[src/rtl/clk_src_pkg.sv]
package clk_src_pkg;
  localparam int unsigned NSRC  = 3;
  localparam int unsigned SEL_W = 2;
  typedef enum logic [SEL_W-1:0] {
    SRC_OSC = 2'd0,
    SRC_PLL = 2'd1,
    SRC_LPO = 2'd2,
    SRC_RSV = 2'd3
  } src_e;
endpackage

[src/rtl/clk_src_startup.sv]
module clk_src_startup #(
  parameter  int unsigned TICKS = 2_000_000,
  localparam int unsigned CW    = $clog2(TICKS + 1)
) (
  input  logic clk_i,
  input  logic rst_ni,
  input  logic tick_i,
  output logic active_o
);
  logic [CW-1:0] cnt_q;

  always_ff @(posedge clk_i or negedge rst_ni) begin
    if (!rst_ni)                    cnt_q <= CW'(TICKS);
    else if (tick_i && cnt_q != '0) cnt_q <= cnt_q - 1'b1;
  end

  assign active_o = (cnt_q == '0);

  p_stays_armed_r7: assert property (@(posedge clk_i) disable iff (!rst_ni)
    active_o |=> active_o);
  p_arms_on_tick_r7: assert property (@(posedge clk_i) disable iff (!rst_ni)
    $rose(active_o) |-> $past(tick_i));
endmodule

[src/rtl/clk_src_domain.sv]
module clk_src_domain
  import clk_src_pkg::*;
(
  input  logic clk_i,
  input  logic rst_ni,
  input  logic wr_i,
  input  src_e tgt_i,
  input  logic fallback_i,
  output src_e sel_d_o,
  output src_e sel_o
);
  src_e sel_q;

  always_comb begin
    sel_d_o = sel_q;
    if (fallback_i && sel_q != SRC_LPO) sel_d_o = SRC_LPO;
    else if (wr_i)                      sel_d_o = tgt_i;
  end

  always_ff @(posedge clk_i or negedge rst_ni) begin
    if (!rst_ni) sel_q <= SRC_LPO;
    else         sel_q <= sel_d_o;
  end

  assign sel_o = sel_q;

  p_no_rsv_code_r2: assert property (@(posedge clk_i) disable iff (!rst_ni)
    sel_q != SRC_RSV);
  p_hold_idle_r2: assert property (@(posedge clk_i) disable iff (!rst_ni)
    !wr_i && !fallback_i |=> $stable(sel_q));
endmodule

[src/rtl/clk_src_mgr.sv]
module clk_src_mgr
  import clk_src_pkg::*;
#(
  parameter  int unsigned N_DOM         = 2,
  parameter  int unsigned STARTUP_TICKS = 2_000_000,
  localparam int unsigned DOM_W         = (N_DOM > 1) ? $clog2(N_DOM) : 1
) (
  input  logic                   clk_i,
  input  logic                   rst_ni,
  input  logic                   lpo_tick_i,
  input  logic [NSRC-1:0]        src_ready_i,
  input  logic                   osc_fault_i,
  input  logic [NSRC-1:0]        en_set_i,
  input  logic [NSRC-1:0]        en_clr_i,
  input  logic                   sel_req_i,
  input  logic [DOM_W-1:0]       sel_dom_i,
  input  logic [SEL_W-1:0]       sel_src_i,
  input  logic                   err_clr_i,
  output logic [NSRC-1:0]        src_en_o,
  output logic [NSRC-1:0]        src_valid_o,
  output logic [N_DOM*SEL_W-1:0] dom_sel_o,
  output logic                   mon_active_o,
  output logic                   osc_fault_o,
  output logic                   err_o
);
  localparam logic [NSRC-1:0] EN_RST = 3'b101;

  logic [NSRC-1:0] en_q, en_d, clr_ok;
  logic [3:0]      en_pad, vld_pad, used_nx;
  logic            fault_q, fault_det, fault_any;
  logic            err_q, sel_ok, tgt_valid, rej;
  logic            mon_active;
  src_e            tgt;
  src_e            sel_w  [N_DOM];
  src_e            sel_nx [N_DOM];

  clk_src_startup #(.TICKS(STARTUP_TICKS)) i_startup (
    .clk_i, .rst_ni, .tick_i(lpo_tick_i), .active_o(mon_active)
  );

  assign src_valid_o = en_q & src_ready_i;
  assign en_pad      = {1'b0, en_q};
  assign vld_pad     = {1'b0, src_valid_o};
  assign tgt         = src_e'(sel_src_i);
  assign tgt_valid   = vld_pad[sel_src_i];

  assign fault_det = mon_active && osc_fault_i && en_q[SRC_OSC];
  assign fault_any = fault_q || fault_det;

  // switch qualified by enable and ready; fault locks out OSC and PLL
  assign sel_ok = sel_req_i && (int'(sel_dom_i) < N_DOM) && tgt != SRC_RSV
                  && tgt_valid && !(fault_any && tgt != SRC_LPO);

  for (genvar d = 0; d < N_DOM; d++) begin : g_dom
    clk_src_domain i_dom (
      .clk_i, .rst_ni,
      .wr_i      (sel_ok && sel_dom_i == DOM_W'(d)),
      .tgt_i     (tgt),
      .fallback_i(fault_any),
      .sel_d_o   (sel_nx[d]),
      .sel_o     (sel_w[d])
    );
    assign dom_sel_o[d*SEL_W +: SEL_W] = sel_w[d];

    p_sel_enabled_r4: assert property (@(posedge clk_i) disable iff (!rst_ni)
      en_pad[sel_w[d]]);
    p_fault_on_lpo_r8: assert property (@(posedge clk_i) disable iff (!rst_ni)
      fault_q |-> sel_w[d] == SRC_LPO);
    p_switch_qualified_r2: assert property (@(posedge clk_i) disable iff (!rst_ni)
      !$stable(sel_w[d]) |-> $past(fault_any)
        || ($past(sel_req_i) && $past(tgt_valid) && $past(sel_src_i) == sel_w[d]));
  end

  always_comb begin
    used_nx = '0;
    for (int d = 0; d < N_DOM; d++) used_nx[sel_nx[d]] = 1'b1;
  end

  // disable refused while used, or OSC while PLL is (or becomes) enabled
  always_comb begin
    for (int s = 0; s < NSRC; s++) begin
      clr_ok[s] = en_clr_i[s] && !used_nx[s];
    end
    if (en_q[SRC_PLL] || en_set_i[SRC_PLL]) clr_ok[SRC_OSC] = 1'b0;
  end

  assign en_d = (en_q & ~clr_ok) | en_set_i;
  assign rej  = (sel_req_i && !sel_ok) || |(en_clr_i & ~clr_ok);

  always_ff @(posedge clk_i or negedge rst_ni) begin
    if (!rst_ni) begin
      en_q    <= EN_RST;
      fault_q <= 1'b0;
      err_q   <= 1'b0;
    end else begin
      en_q    <= en_d;
      fault_q <= fault_any;
      err_q   <= rej || (err_q && !err_clr_i);
    end
  end

  assign src_en_o     = en_q;
  assign mon_active_o = mon_active;
  assign osc_fault_o  = fault_q;
  assign err_o        = err_q;

  p_osc_kept_for_pll_r5: assert property (@(posedge clk_i) disable iff (!rst_ni)
    $fell(en_q[SRC_OSC]) |-> !$past(en_q[SRC_PLL]));
  p_err_sticky_r6: assert property (@(posedge clk_i) disable iff (!rst_ni)
    err_q && !err_clr_i |=> err_q);
  p_fault_needs_mon_r7: assert property (@(posedge clk_i) disable iff (!rst_ni)
    $rose(fault_q) |-> $past(mon_active));
  p_valid_follows_en_r3: assert property (@(posedge clk_i) disable iff (!rst_ni)
    (src_valid_o & ~src_en_o) == '0);
endmodule

[config.mk]
export PLATFORM = sky130hd
export DESIGN_NAME = clk_src_mgr
export DESIGN_NICKNAME = d
export VERILOG_FILES = /design/src/rtl/clk_src_pkg.sv /design/src/rtl/clk_src_startup.sv /design/src/rtl/clk_src_domain.sv /design/src/rtl/clk_src_mgr.sv
export SDC_FILE = /design/constraint.sdc
export NUM_CORES = 1
export LEC_CHECK = 0
export BUFFER_PORTS_ARGS = -buffer_cell sky130_fd_sc_hd__buf_2
export CAP_MARGIN = 20
export CORE_UTILIZATION = 59
export CTS_CLUSTER_DIAMETER = 50
export DETAILED_ROUTE_END_ITERATION = 10
export GPL_TIMING_DRIVEN = 0
export PLACE_DENSITY = 0.88
export SLEW_MARGIN = 20
export SYNTH_ARGS = -nofsm -noshare
export SYNTH_HDL_FRONTEND = slang
export SYNTH_SLANG_ARGS = --single-unit
[constraint.sdc]
create_clock -name clk_i -period 5.15 [get_ports clk_i]
set_input_delay 0.7725 -clock clk_i [delete_from_list [all_inputs] [get_ports clk_i]]
set_output_delay 0.7725 -clock clk_i [all_outputs]
set_load 0.1 [all_outputs]
Word-level counts from Yosys, hierarchy flattened
Index checks and enable logic that the tools add are counted.
- bitwise logic cells: 7
- equality and inequality tests: 4
- add/sub/neg operators: 1
- $lt $le $gt $ge: 5
- muxes and demuxes: 11
- $mul: 0
- reduce and logical (&&, ||, !) cells: 31
- shift operators: 0
- div/mod/pow operators: 0
- operators by type and width (operator ; count):
    21-bit logical NOT ; 1
    21-bit nonzero test ; 1
    21-bit by 1-bit subtractor with 21-bit output, second input constant ; 1
    1-bit logical AND ; 18
    3-bit bitwise AND ; 3
    2-bit by 3-bit < comparator with 1-bit output, second input constant ; 3
    2-bit two-way mux ; 4
    2-bit inequality test, second input constant ; 4
    1-bit logical NOT ; 6
    3-bit bitwise OR ; 2
    1-bit demux with 2-bit select ; 2
    2-bit by 1-bit >= comparator with 1-bit output, second input constant ; 2
    1-bit logical OR ; 4
    1-bit two-way mux ; 4
    3-bit inverter ; 1
    3-bit OR reduction ; 1
    1-bit binary-select mux with 2-bit select ; 1
    1-bit inverter ; 1
- memory bits (writable): 0
- memories kept: 0
- logic and storage cells: 65
- output and inout port bits: 13
- latch bits: 0
- ROM bits: 0
- bits in registers: 30

Logic depth before layout (Yosys ltp)
Gate-level depths: netlist of the first run.
- depth after elaboration: 23
- gate-level depth with buffers: 7
- gate-level depth less buffers: 7

Modules after synthesis
Synthesis of the first run repeated with hierarchy kept, for this count alone.
- cell total of the unflattened synthesis: 140
- area, all modules: 1566.5 µm²
- by module, submodules not included (module ; area each (µm²) ; times used ; cells each):
    clk_src_startup ; 1043.5 ; 1 ; 91
    clk_src_mgr ; 325.3 ; 1 ; 33
    clk_src_domain ; 98.8 ; 2 ; 8

Worst setup path before layout of the first run
OpenSTA, ideal clock, no wires.
- path kind: register to output
- start: register i_startup.cnt_q[8]
- end: output port mon_active_o
- data arrival time: 2.893 ns
- path slack: 1.484 ns
- stages on the path, launching flop included: 6
- buffers on the path: 2
- path through: dfrtp_1 > or4_4 > buf_6 > or4_4 > buf_6 > nor2_1
- longest elaborated chain between the ends: 1
- ends and longest elaborated chain (item ; line ; RTL):
    start, declared ; clk_src_startup.sv:10 ; logic [CW-1:0] cnt_q;
    start signal, assigned ; clk_src_startup.sv:13 ; if (!rst_ni) cnt_q <= CW'(TICKS);
    start signal, assigned ; clk_src_startup.sv:14 ; else if (tick_i && cnt_q != '0) cnt_q <= cnt_q - 1'b1;
    21-bit logical NOT ; clk_src_startup.sv:17 ; assign active_o = (cnt_q == '0);
    end, declared ; clk_src_mgr.sv:22 ; output logic mon_active_o,
No other way between the ends.

Final worst setup path of the first run
Same ends and word-level chain as after synthesis.

==> results of run 1 <==
worst paths after layout:
check,start,to,slack (ns),cells after the start
max in group asynchronous,rst_ni,i_startup.cnt_q[16]$_DFFE_PN0P_,4.25,1
setup reg to reg,i_startup.cnt_q[8]$_DFFE_PN0P_,err_o$_DFF_PN0_,2.27,7
hold / removal,rst_ni,i_startup.cnt_q[12]$_DFFE_PN0P_,0.48,1
hold reg to reg,i_startup.cnt_q[14]$_DFFE_PN0P_,i_startup.cnt_q[14]$_DFFE_PN0P_,0.49,1
min in group clk_i,i_startup.cnt_q[14]$_DFFE_PN0P_,i_startup.cnt_q[14]$_DFFE_PN0P_,0.49,1
setup / recovery,i_startup.cnt_q[8]$_DFFE_PN0P_,mon_active_o,1.81,6
worst max-delay path, cell delays in order (launching register included):
cell and delay, ns:
dfrtp_1 0.44, or4_4 0.49, buf_6 0.15, or4_4 0.47, buf_6 0.16, nor2_1 0.09, buf_2 0.44
power by group through the flow:
stage | logic [mW] | clock network [mW] | registers, mW
floorplan | 0.0249 | 0 | 0.252
detailed placement | 0.0521 | 0 | 0.243
global route | 0.0561 | 0.142 | 0.239
CTS | 0.0523 | 0.135 | 0.239
finish | 0.0522 | 0.128 | 0.239
global placement | 0.0510 | 0 | 0.243
flip-flops by register name, summed over array words and instances (netlist names):
signal             count
i_startup.cnt_q       21
g_dom.i_dom.sel_o      4
src_en_o               3
err_o                  1
osc_fault_o            1
logic make-up after synthesis:
kind of cell	synth area share
AND/OR/NAND/NOR	0.228
flip-flops	0.464
AO/OA/AOI/OAI	0.146
XOR/XNOR	0.101
buffers and inverters	0.0341
multiplexers	0.0121
adder cells (fa/ha/maj)	0.0152
metal layers:
layer  vias to the layer above  part of all wire
met5                         -                 0
met4                         0            0.0098
met3                         5             0.062
met2                        58              0.52
met1                       651              0.41
li1                        651                 -
stage by stage:
stage | hold WS [ns] | setup WS, ns | instance area (um^2) | total power, mW
4_1_cts | 0.478 | 1.81 | 1880 | 0.425
5_1_grt | 0.506 | 1.75 | 1880 | 0.437
3_3_place_gp | 0.451 | 2.21 | 1830 | 0.294
3_5_place_dp | 0.480 | 2.18 | 1830 | 0.295
6_report | 0.478 | 1.81 | 1880 | 0.418
2_1_floorplan | 0.434 | 1.48 | 1650 | 0.276
final cells by class:
cell class                      count  area [um^2]
Sequential cell                    30          764
Fill cell                         188          687
Timing Repair Buffer               29          145
Inverter                            8         30.0
Multi-Input combinational cell    119          828
Clock buffer                        8         48.8
Buffer                              3         26.3
Tap cell                           30         37.5
layout by cell type, fill, tap and decap left out, types with 2 or more instances in the layout:
cell / Yosys / routed
or4_4: 2 / 2
o221a_2: 2 / 2
a21oi_1: 4 / 4
nand3_1: 5 / 5
clkbuf_4: 0 / 5
mux2i_1: 2 / 2
nor3b_1: 4 / 4
buf_2: 0 / 29
nor2_1: 12 / 12
buf_6: 2 / 2
or2_2: 3 / 3
or3_1: 4 / 4
o211ai_1: 2 / 2
ha_1: 2 / 2
xnor2_1: 8 / 8
nor4_1: 5 / 5
clkbuf_1: 1 / 4
nor2b_1: 3 / 3
a31oi_1: 2 / 2
nand2_1: 11 / 11
nand4b_1: 2 / 2
dfrtp_1: 19 / 19
and2_1: 2 / 2
xor2_1: 11 / 11
o21ai_0: 4 / 4
o41ai_1: 2 / 2
dfstp_2: 11 / 11
nand2b_1: 3 / 3
inv_1: 8 / 8
a211o_1: 2 / 2
nor3_1: 7 / 7
==> key figures, run 1 <==
Floorplan
  • Die W: 54.9 um
  • IO Pins: 31
  • Initial Util: 0.642
  • Core ar.: 0.00257 mm^2
  • Die span in y: 54.9 um
  • Die Area: 0.00301 mm^2
  • # rows: 18

Global routing
  • First-pass GRT wire length: 5340 um
  • Vias in the first global route: 1245
  • Initial antenna violation count: 0
  • Met1 GRT Util: 0.292
  • Layer with the highest usage: met2
  • GR Util met3: 0.0556
  • Pin count of the biggest net entering global routing: 31
  • Total GRT Usage: 0.257
  • Total grt overflow: 0
  • Met2 Resource Use GR: 0.448

Critical path
  • Worst EP arrival: 2.56 ns
  • CP required: 4.38 ns
  • Crit Path Class: reg2out
  • CP Launch Type: register
  • CP Capture Type: primary output
  • Crit-path max FO: 8

STA
  • Setup violators final: 0
  • Skew final: 0.00729 ns
  • RSZ-0062 raised after global routing: no
  • Fin crit period: 3.34 ns
  • F_max: 300 MHz
  • Tcrit/Tclk final: 0.648
  • Setup TNS: 0 ns
  • Worst slew pin tran: 0.780 ns
  • Max Transition Viols Final: 0
  • Final hold viol count: 0
  • Slew margin rel.: 0.475

Placed design
  • Number of port buffers: 29
  • Post-detail-place hpwl: 2600 um
  • Gpl congestion: 0.801
  • Cells after DPL: 219

Logic synthesis
  • Post-synth ARST share: 1.00
  • Cell variety after synth: 44
  • Post-synth top area share: 0.288
  • Mapped Cells: 160
  • Most frequent cells after synthesis: 19 x dfrtp_1, 12 x nor2_1, 11 x dfstp_2, 11 x nand2_1, 11 x xor2_1
  • Most frequent cell after synthesis: dfrtp_1
  • Yosys reg bits: 30
  • EDFF count, synth: 0
  • Yosys top cell by area: dfrtp_1
  • Syn nets: 180
  • Main synth FF type: dfrtp_1
  • Syn_area_per_cell: 10.3 um^2
  • Mapped cell area: 0.00165 mm^2
  • Register area share after synthesis: 0.464
  • Area contributors post-synth: dfrtp_1 29%, dfstp_2 18%, xor2_1 5.8%
  • Ys Warns: 0

Route
  • DRT Wirelength: 3460 um
  • DR pass1 iterations: 4
  • WL/cell: 15.2 um
  • DR vias/cell: 6.01
  • Via count: 1365
  • Initial DRC count: 36
  • DRC violations left: 0
  • Detail Route Antenna Nets: 0

Power and ir drop
  • Logic pwr share: 0.125
  • Max VDD drop: 0.221 mV
  • Sw Ratio: 0.270
  • Clock Power Share: 0.305
  • P_sw: 113 uW
  • Internal power: 305 uW
  • Leakage: 0.913 nW
  • Cell Pwr Density: 222 mW/mm^2
  • Reg power frac: 0.570

Clock network
  • Count of hold-fix buffers inserted at cts: 0
  • Cts repair resizes: 0
  • Clk sinks: 30
  • Worst skew pair latency: 0.31 ns
  • Num CTS Buffers: 5
  • Max Root-Sink Buffers: 2
  • Clock transition at path regs: 0.09 ns
  • CTS tree: yes
  • CTS Root Cell: clkbuf_4
  • H-tree depth: 2
  • Post-CTS setup buffer count: 0

Final layout
  • Fin cells: 227
  • Antenna fix cells: 0
  • Final Util: 0.732
  • Share of layout cells above drive strength 1: 0.299
  • # nets final: 216
  • P&R area growth vs syn: 14.0%

Outcome
  • Status: completed

Job
  • Max_cap viols: 0

Worst hold path
  • HP Class: in2async
(Power assumes the default switching activity.)
==> run 2, diff against run 1 <==
- CORE_UTILIZATION: 59 -> 49
- PLACE_DENSITY: 0.88 -> 0.79
- clock period: 5.15 -> 3 ns (I/O delays scaled with it)
==> run 2 against run 1 <==
Critical path type unchanged. Routed wire length is 4.6% lower. Via count decreased by 4.0%. Clock skew increased by 0.0010 ns. Combinational power grew 71%. Clock power increased by 95%. Cell count rose by 6.2%. First-iteration DRC count up 69%.
==> key figures, run 2 (synthesis results as in run 1) <==
Final layout
  • # nets final: 216 (unchanged)
  • Top reg by flops: i_startup.cnt_q
  • Antenna fix cells: 0 (unchanged)
  • Fin cells: 241 (+6.2%)
  • Final Util: 0.613 (-0.119)
  • Most common cell after layout, fill and taps aside: buf_2
  • P&R area growth vs syn: 16.3%
  • Final instance area: 0.00192 mm^2 (+2.0%)
  • Flip-flop count of the largest register after layout: 21 (unchanged)
  • Most frequent cells in the layout: 28 x buf_2, 19 x dfrtp_1
  • Share of layout cells above drive strength 1: 0.320 (+0.0203)

Power and ir drop
  • Clock Power Share: 0.334 (+0.029)
  • Sw Ratio: 0.275 (+0.00491)
  • Reg power frac: 0.547 (-0.023)
  • Max VDD drop: 0.276 mV (+25%)
  • P_sw: 206 uW (+82%)
  • Cell Pwr Density: 391 mW/mm^2 (+76%)
  • Leakage: 0.924 nW (+1.2%)
  • Internal power: 543 uW (+78%)
  • Logic pwr share: 0.119 (-0.006)

Floorplan
  • Die Area: 0.00360 mm^2 (+20%)
  • IO Pins: 31 (unchanged)
  • Initial Util: 0.527 (-0.115)
  • Die span in y: 60.0 um (+9.4%)
  • Core ar.: 0.00313 mm^2 (+22%)
  • Die W: 60.0 um (+9.4%)
  • # rows: 20 (+2)

Clock network
  • CTS Root Cell: clkbuf_4
  • Clk sinks: 30 (unchanged)
  • H-tree depth: 2 (unchanged)
  • Max Root-Sink Buffers: 2 (unchanged)
  • CTS tree: yes
  • Clock transition at path regs: 0.10 ns (about the same)
  • Count of hold-fix buffers inserted at cts: 0 (unchanged)
  • Num CTS Buffers: 5 (unchanged)
  • Worst skew pair latency: 0.32 ns (about the same)

Global routing
  • Initial antenna violation count: 0 (unchanged)
  • Met2 Resource Use GR: 0.360 (-0.0875)
  • Layer with the highest usage: met2
  • Pin count of the biggest net entering global routing: 31 (unchanged)
  • First-pass GRT wire length: 5470 um (+2.5%)
  • Total grt overflow: 0 (unchanged)
  • Total GRT Usage: 0.210 (-0.0475)
  • Vias in the first global route: 1243 (-0.16%)
  • Met1 GRT Util: 0.255 (-0.0365)
  • GR Util met3: 0.0584 (+0.00289)

STA
  • F_max: 350 MHz
  • Tcrit/Tclk final: 0.952
  • Max Transition Viols Final: 0 (unchanged)
  • Skew final: 0.00833 ns (+0.00104 ns)
  • Setup TNS: 0 ns (unchanged)
  • Final hold viol count: 0 (unchanged)
  • Setup violators final: 0 (unchanged)
  • Fin crit period: 2.85 ns
  • Slew margin rel.: 0.506 (+0.0306)
  • RSZ-0062 raised after global routing: no
  • Worst slew pin tran: 0.735 ns (-0.0454 ns)

Placed design
  • Post-detail-place hpwl: 2460 um (-5.3%)
  • Gpl congestion: 0.828 (+3.4%)
  • Cells after DPL: 233 (+6.4%)
  • DP Area: 0.00185 mm^2 (+1.1%)
  • Number of port buffers: 29 (unchanged)

Critical path
  • CP max-delay cell: or4_4
  • Critical Path, Cell by Cell: or4_4 -> buf_6 -> or4_4 -> buf_6 -> nor2_2 -> buf_4
  • Worst EP arrival: 2.40 ns (-0.16 ns)
  • Crit-path max FO: 8 (unchanged)
  • CP Launch Type: register
  • CP required: 2.55 ns (-1.83 ns)
  • Crit Path Class: reg2out
  • CP Capture Type: primary output
  • Slowest Stage Delay on Critical Path: 0.50 ns (about the same)
  • R2R depth: 7 (unchanged)

Route
  • WL/cell: 13.7 um (-10%)
  • Via count: 1310 (-4.0%)
  • Detail Route Antenna Nets: 0 (unchanged)
  • DRT Wirelength: 3300 um (-4.6%)
  • DR pass1 iterations: 4 (unchanged)
  • DR vias/cell: 5.44 (-9.6%)
  • DRC violations left: 0 (unchanged)
  • Initial DRC count: 61 (+69%)

Outcome
  • Status: completed

Worst hold path
  • HP Class: in2async

Job
  • Max_cap viols: 0 (unchanged)
[run 2: final timing paths]
check | end | start | slack (ns)
hold reg to reg | i_startup.cnt_q[6]$_DFFE_PN0P_ | i_startup.cnt_q[6]$_DFFE_PN0P_ | 0.47
hold / removal | i_startup.cnt_q[5]$_DFFE_PN0P_ | rst_ni | 0.14
setup / recovery | mon_active_o | i_startup.cnt_q[8]$_DFFE_PN0P_ | 0.15
setup reg to reg | err_o$_DFF_PN0_ | i_startup.cnt_q[8]$_DFFE_PN0P_ | 0.16
min in group clk_i | src_en_o[0]$_DFF_PN1_ | en_set_i[0] | 0.30
max in group asynchronous | i_startup.cnt_q[13]$_DFFE_PN0P_ | rst_ni | 2.42
[run 2: timing repair]
item,4_1_cts,5_1_grt
buffers inserted,0,0
endpoints found under the setup margin,1,1
pin swaps,0,1
gates resized for setup,1,0
[run 2: area by class of cell]
cell class | instances | area [um^2]
Fill cell | 269 | 1210
Multi-Input combinational cell | 119 | 831
Sequential cell | 30 | 764
Timing Repair Buffer | 29 | 148
Tap cell | 44 | 55.1
Clock buffer | 6 | 51.3
Inverter | 8 | 30.0
Buffer | 3 | 26.3
Clock inverter | 2 | 12.5
[run 2: power by group through the flow]
stage	Sequential (mW)	Clock [mW]	Combinational (mW)
after floorplan	0.432	0	0.0427
after global placement	0.417	0	0.0880
after detailed placement	0.417	0	0.0891
after CTS	0.410	0.261	0.0893
after global routing	0.410	0.279	0.0960
final	0.410	0.250	0.0895
[run 2: critical path, delay by kind of cell, from the launching register on]
| family | cells | cell delay [ns] |
|---|---|---|
| AND/OR/NAND/NOR | 3 | 1.05 |
| flip-flops | 1 | 0.43 |
| buffers and inverters | 3 | 0.59 |
[run 2: metrics by stage]
stage	power, mW	setup WS (ns)	hold slack, ns
after floorplan	0.475	0.135	0.154
after global placement	0.505	0.161	0.454
after detailed placement	0.506	0.114	0.462
after CTS	0.760	0.0956	0.142
after global routing	0.785	0.0402	0.166
final	0.749	0.145	0.144
[run 2: metal layers]
| metal | routed length [um] | vias up | part of all wire |
|---|---|---|---|
| li1 | - | 646 | - |
| met1 | 1530 | 624 | 0.46 |
| met2 | 1590 | 38 | 0.48 |
| met3 | 153 | 2 | 0.046 |
| met4 | 26 | 0 | 0.0079 |
| met5 | 0 | - | 0 |
==> run 3, diff against run 2 <==
- ABC_AREA: unset -> 1
- CORE_UTILIZATION: 49 -> 50
- SKIP_LAST_GASP: unset -> 1
==> run 3 against run 2 <==
Register-to-register slack gained 0.85 ns. Die area is 6.9% higher. Maximum frequency up 20%. Total power increased by 150%. Setup slack improved by 0.47 ns. Clock skew is 0.012 ns higher. Combinational power rose to 10 times the previous value. First-iteration DRC count decreased by 44%.
==> key figures, run 3 <==
Clock network
  • Max Root-Sink Buffers: 2 (unchanged)
  • CTS Root Cell: clkbuf_4
  • Worst skew pair latency: 0.33 ns (about the same)
  • Count of hold-fix buffers inserted at cts: 0 (unchanged)
  • CTS tree: yes
  • Post-CTS setup buffer count: 0 (unchanged)
  • H-tree depth: 2 (unchanged)
  • Num CTS Buffers: 5 (unchanged)
  • Clk sinks: 30 (unchanged)
  • Cts repair resizes: 0 (-1)
  • Clock transition at path regs: 0.10 ns (about the same)

STA
  • Worst slew pin tran: 0.641 ns (-0.0938 ns)
  • Final hold viol count: 0 (unchanged)
  • Tcrit/Tclk final: 0.794 (-0.158)
  • Fin crit period: 2.38 ns (-0.473 ns)
  • Setup TNS: 0 ns (unchanged)
  • Slew margin rel.: 0.573 (+0.0671)
  • Max Transition Viols Final: 0 (unchanged)
  • Skew final: 0.0202 ns (+0.0118 ns)
  • RSZ-0062 raised after global routing: no
  • Setup violators final: 0 (unchanged)
  • F_max: 420 MHz (+20%)

Final layout
  • Most common cell after layout, fill and taps aside: nand2_1
  • Top reg by flops: i_startup.cnt_q
  • Antenna fix cells: 0 (unchanged)
  • Final instance area: 0.00207 mm^2 (+7.9%)
  • Most frequent cells in the layout: 34 x nand2_1, 33 x inv_1, 30 x buf_2
  • Flip-flop count of the largest register after layout: 21 (unchanged)
  • # nets final: 257 (+19%)
  • Share of layout cells above drive strength 1: 0.357 (+0.0373)
  • P&R area growth vs syn: 14.8%
  • # fillers: 300 (+12%)

Logic synthesis
  • Area contributors post-synth: dfrtp_1 26%, dfstp_2 16%, nand2_1 7.1%
  • Most frequent cells after synthesis: 34 x nand2_1, 33 x inv_1, 19 x dfrtp_1
  • Syn nets: 220 (+22%)
  • Yosys reg bits: 30 (unchanged)
  • Mapped cell area: 0.00180 mm^2 (+9.3%)
  • Register area share after synthesis: 0.424 (-0.0396)
  • Post-synth ARST share: 1.00 (unchanged)
  • Cell variety after synth: 31 (-30%)
  • Ys Warns: 0 (unchanged)
  • Mapped Cells: 200 (+25%)
  • EDFF count, synth: 0 (unchanged)
  • Most frequent cell after synthesis: nand2_1
  • Main synth FF type: dfrtp_1
  • Yosys top cell by area: dfrtp_1
  • Syn_area_per_cell: 9.01 um^2 (-13%)
  • Post-synth top area share: 0.264 (-0.0246)

Route
  • Via count: 1407 (+7.4%)
  • DRC violations left: 0 (unchanged)
  • DRT Wirelength: 3310 um (+0.30%)
  • WL/cell: 11.7 um (-15%)
  • Detail Route Antenna Nets: 0 (unchanged)
  • DR vias/cell: 4.95 (-8.9%)
  • DR pass1 iterations: 4 (unchanged)
  • Initial DRC count: 34 (-44%)

Placed design
  • DP Area: 0.00201 mm^2 (+8.6%)
  • Post-detail-place hpwl: 2550 um (+3.6%)
  • Number of port buffers: 30 (+3.4%)
  • Gpl congestion: 0.831 (+0.36%)

Job
  • Max_cap viols: 0 (unchanged)

Critical path
  • CP Capture Type: primary output
  • Critical Path, Cell by Cell: inv_1 -> ha_1 -> nand3_2 -> nor2_4 -> nand3_2 -> inv_1 -> buf_2
  • Crit-path max FO: 5 (-3)
  • CP required: 2.55 ns (about the same)
  • Crit Path Class: reg2out
  • Worst EP arrival: 1.93 ns (-0.47 ns)
  • Slowest Stage Delay on Critical Path: 0.42 ns (-0.08 ns)
  • CP Launch Type: register
  • CP max-delay cell: buf_2

Floorplan
  • IO Pins: 31 (unchanged)
  • # rows: 21 (+5.0%)
  • Die W: 62.1 um (+3.4%)
  • Initial Util: 0.532 (+0.00473)
  • Core ar.: 0.00339 mm^2 (+8.4%)
  • Die span in y: 62.1 um (+3.4%)
  • Die Area: 0.00385 mm^2 (+6.9%)

Global routing
  • Pin count of the biggest net entering global routing: 31 (unchanged)
  • Total grt overflow: 0 (unchanged)
  • Total GRT Usage: 0.194 (-0.0158)
  • Initial antenna violation count: 0 (unchanged)
  • Vias in the first global route: 1211 (-2.6%)
  • First-pass GRT wire length: 5160 um (-5.7%)

Outcome
  • Status: completed

Worst hold path
  • HP Class: in2async

Power and ir drop
  • Cell Pwr Density: 900 mW/mm^2 (+130%)
  • Max VDD drop: 0.520 mV (+89%)
  • Leakage: 1.05 nW (+14%)
==> run 3: cell types whose count changed in the layout (fill, tap and decap cells not counted), sizes merged, moves of 4 or more <==
| cell | delta |
|---|---|
| nand2 | +32 |
| inv | +27 |
| nand3 | +12 |
| nor2 | +10 |
| nand4 | +8 |
| nor3b | -4 |
| or3 | -4 |
==> run 3: final cells by class <==
cell class | instances | area, um^2 | share of cell area
Clock buffer | 8 | 58.8 | 0.0284
Inverter | 35 | 131 | 0.0635
Multi-Input combinational cell | 135 | 907 | 0.438
Sequential cell | 30 | 764 | 0.369
Tap cell | 46 | 57.6 | 0.0278
Timing Repair Buffer | 30 | 150 | 0.0726
==> run 3: path summary, 6_finish.rpt <==
path                            slack [ns]                              end  cells after the start                            start
worst min-delay path                  0.13  i_startup.cnt_q[16]$_DFFE_PN0P_                      1                           rst_ni
worst max-delay path                  0.62                     mon_active_o                      7   i_startup.cnt_q[0]$_DFFE_PN0P_
worst min register to register        0.49  i_startup.cnt_q[19]$_DFFE_PN1P_                      1  i_startup.cnt_q[19]$_DFFE_PN1P_
worst max register to register        1.01                  err_o$_DFF_PN0_                     13   i_startup.cnt_q[0]$_DFFE_PN0P_
min in group clk_i                    0.29            src_en_o[2]$_DFF_PN1_                      2                      en_set_i[2]
max in group asynchronous             2.44   i_startup.cnt_q[5]$_DFFE_PN0P_                      1                           rst_ni
==> run 3: metrics by stage <==
step                      worst slack, ns  power (mW)  std cells  hold slack [ns]   util
final                               0.618        1.86        284            0.132  0.611
after floorplan                     0.171        1.45        200            0.154      -
after detailed placement            0.952        1.61        276            0.481  0.593
after CTS                           0.591        1.87        284            0.156  0.611
after global placement              0.954        1.60        276            0.476  0.593
after global routing                0.527        1.99        284            0.182  0.611
==> run 3: critical path: cells and delay by family (launching register included) <==
kind	cells	cell delay, ns
fa+ha+maj	1	0.20
buf+inv	3	0.67
flops	1	0.36
simple gates	3	0.39
==> run 3: kinds of logic (layout without fill, tap and decap cells) <==
group	count (synthesis)	after routing	share of synthesized area
xor gates and xnor gates	18	18	0.0874
buffers and inverters	35	73	0.0729
adders and majority gates	2	2	0.0139
DFF	30	30	0.424
AOI/OAI and AO/OA	12	12	0.0479
and+or+nand+nor	103	103	0.354
==> run 3: power by group <==
part           switching [mW]  internal (mW)
logic                   0.653          0.256
clock network           0.135          0.116
registers               0.134          0.569
total                   0.921          0.941
==> run 3: layer usage <==
metal	vias to the layer above	track usage	wire, um
met5	-	0	0
met4	0	0.102	67
met3	8	0.0497	88
met2	24	0.274	1490
met1	659	0.274	1660
li1	716	-	-
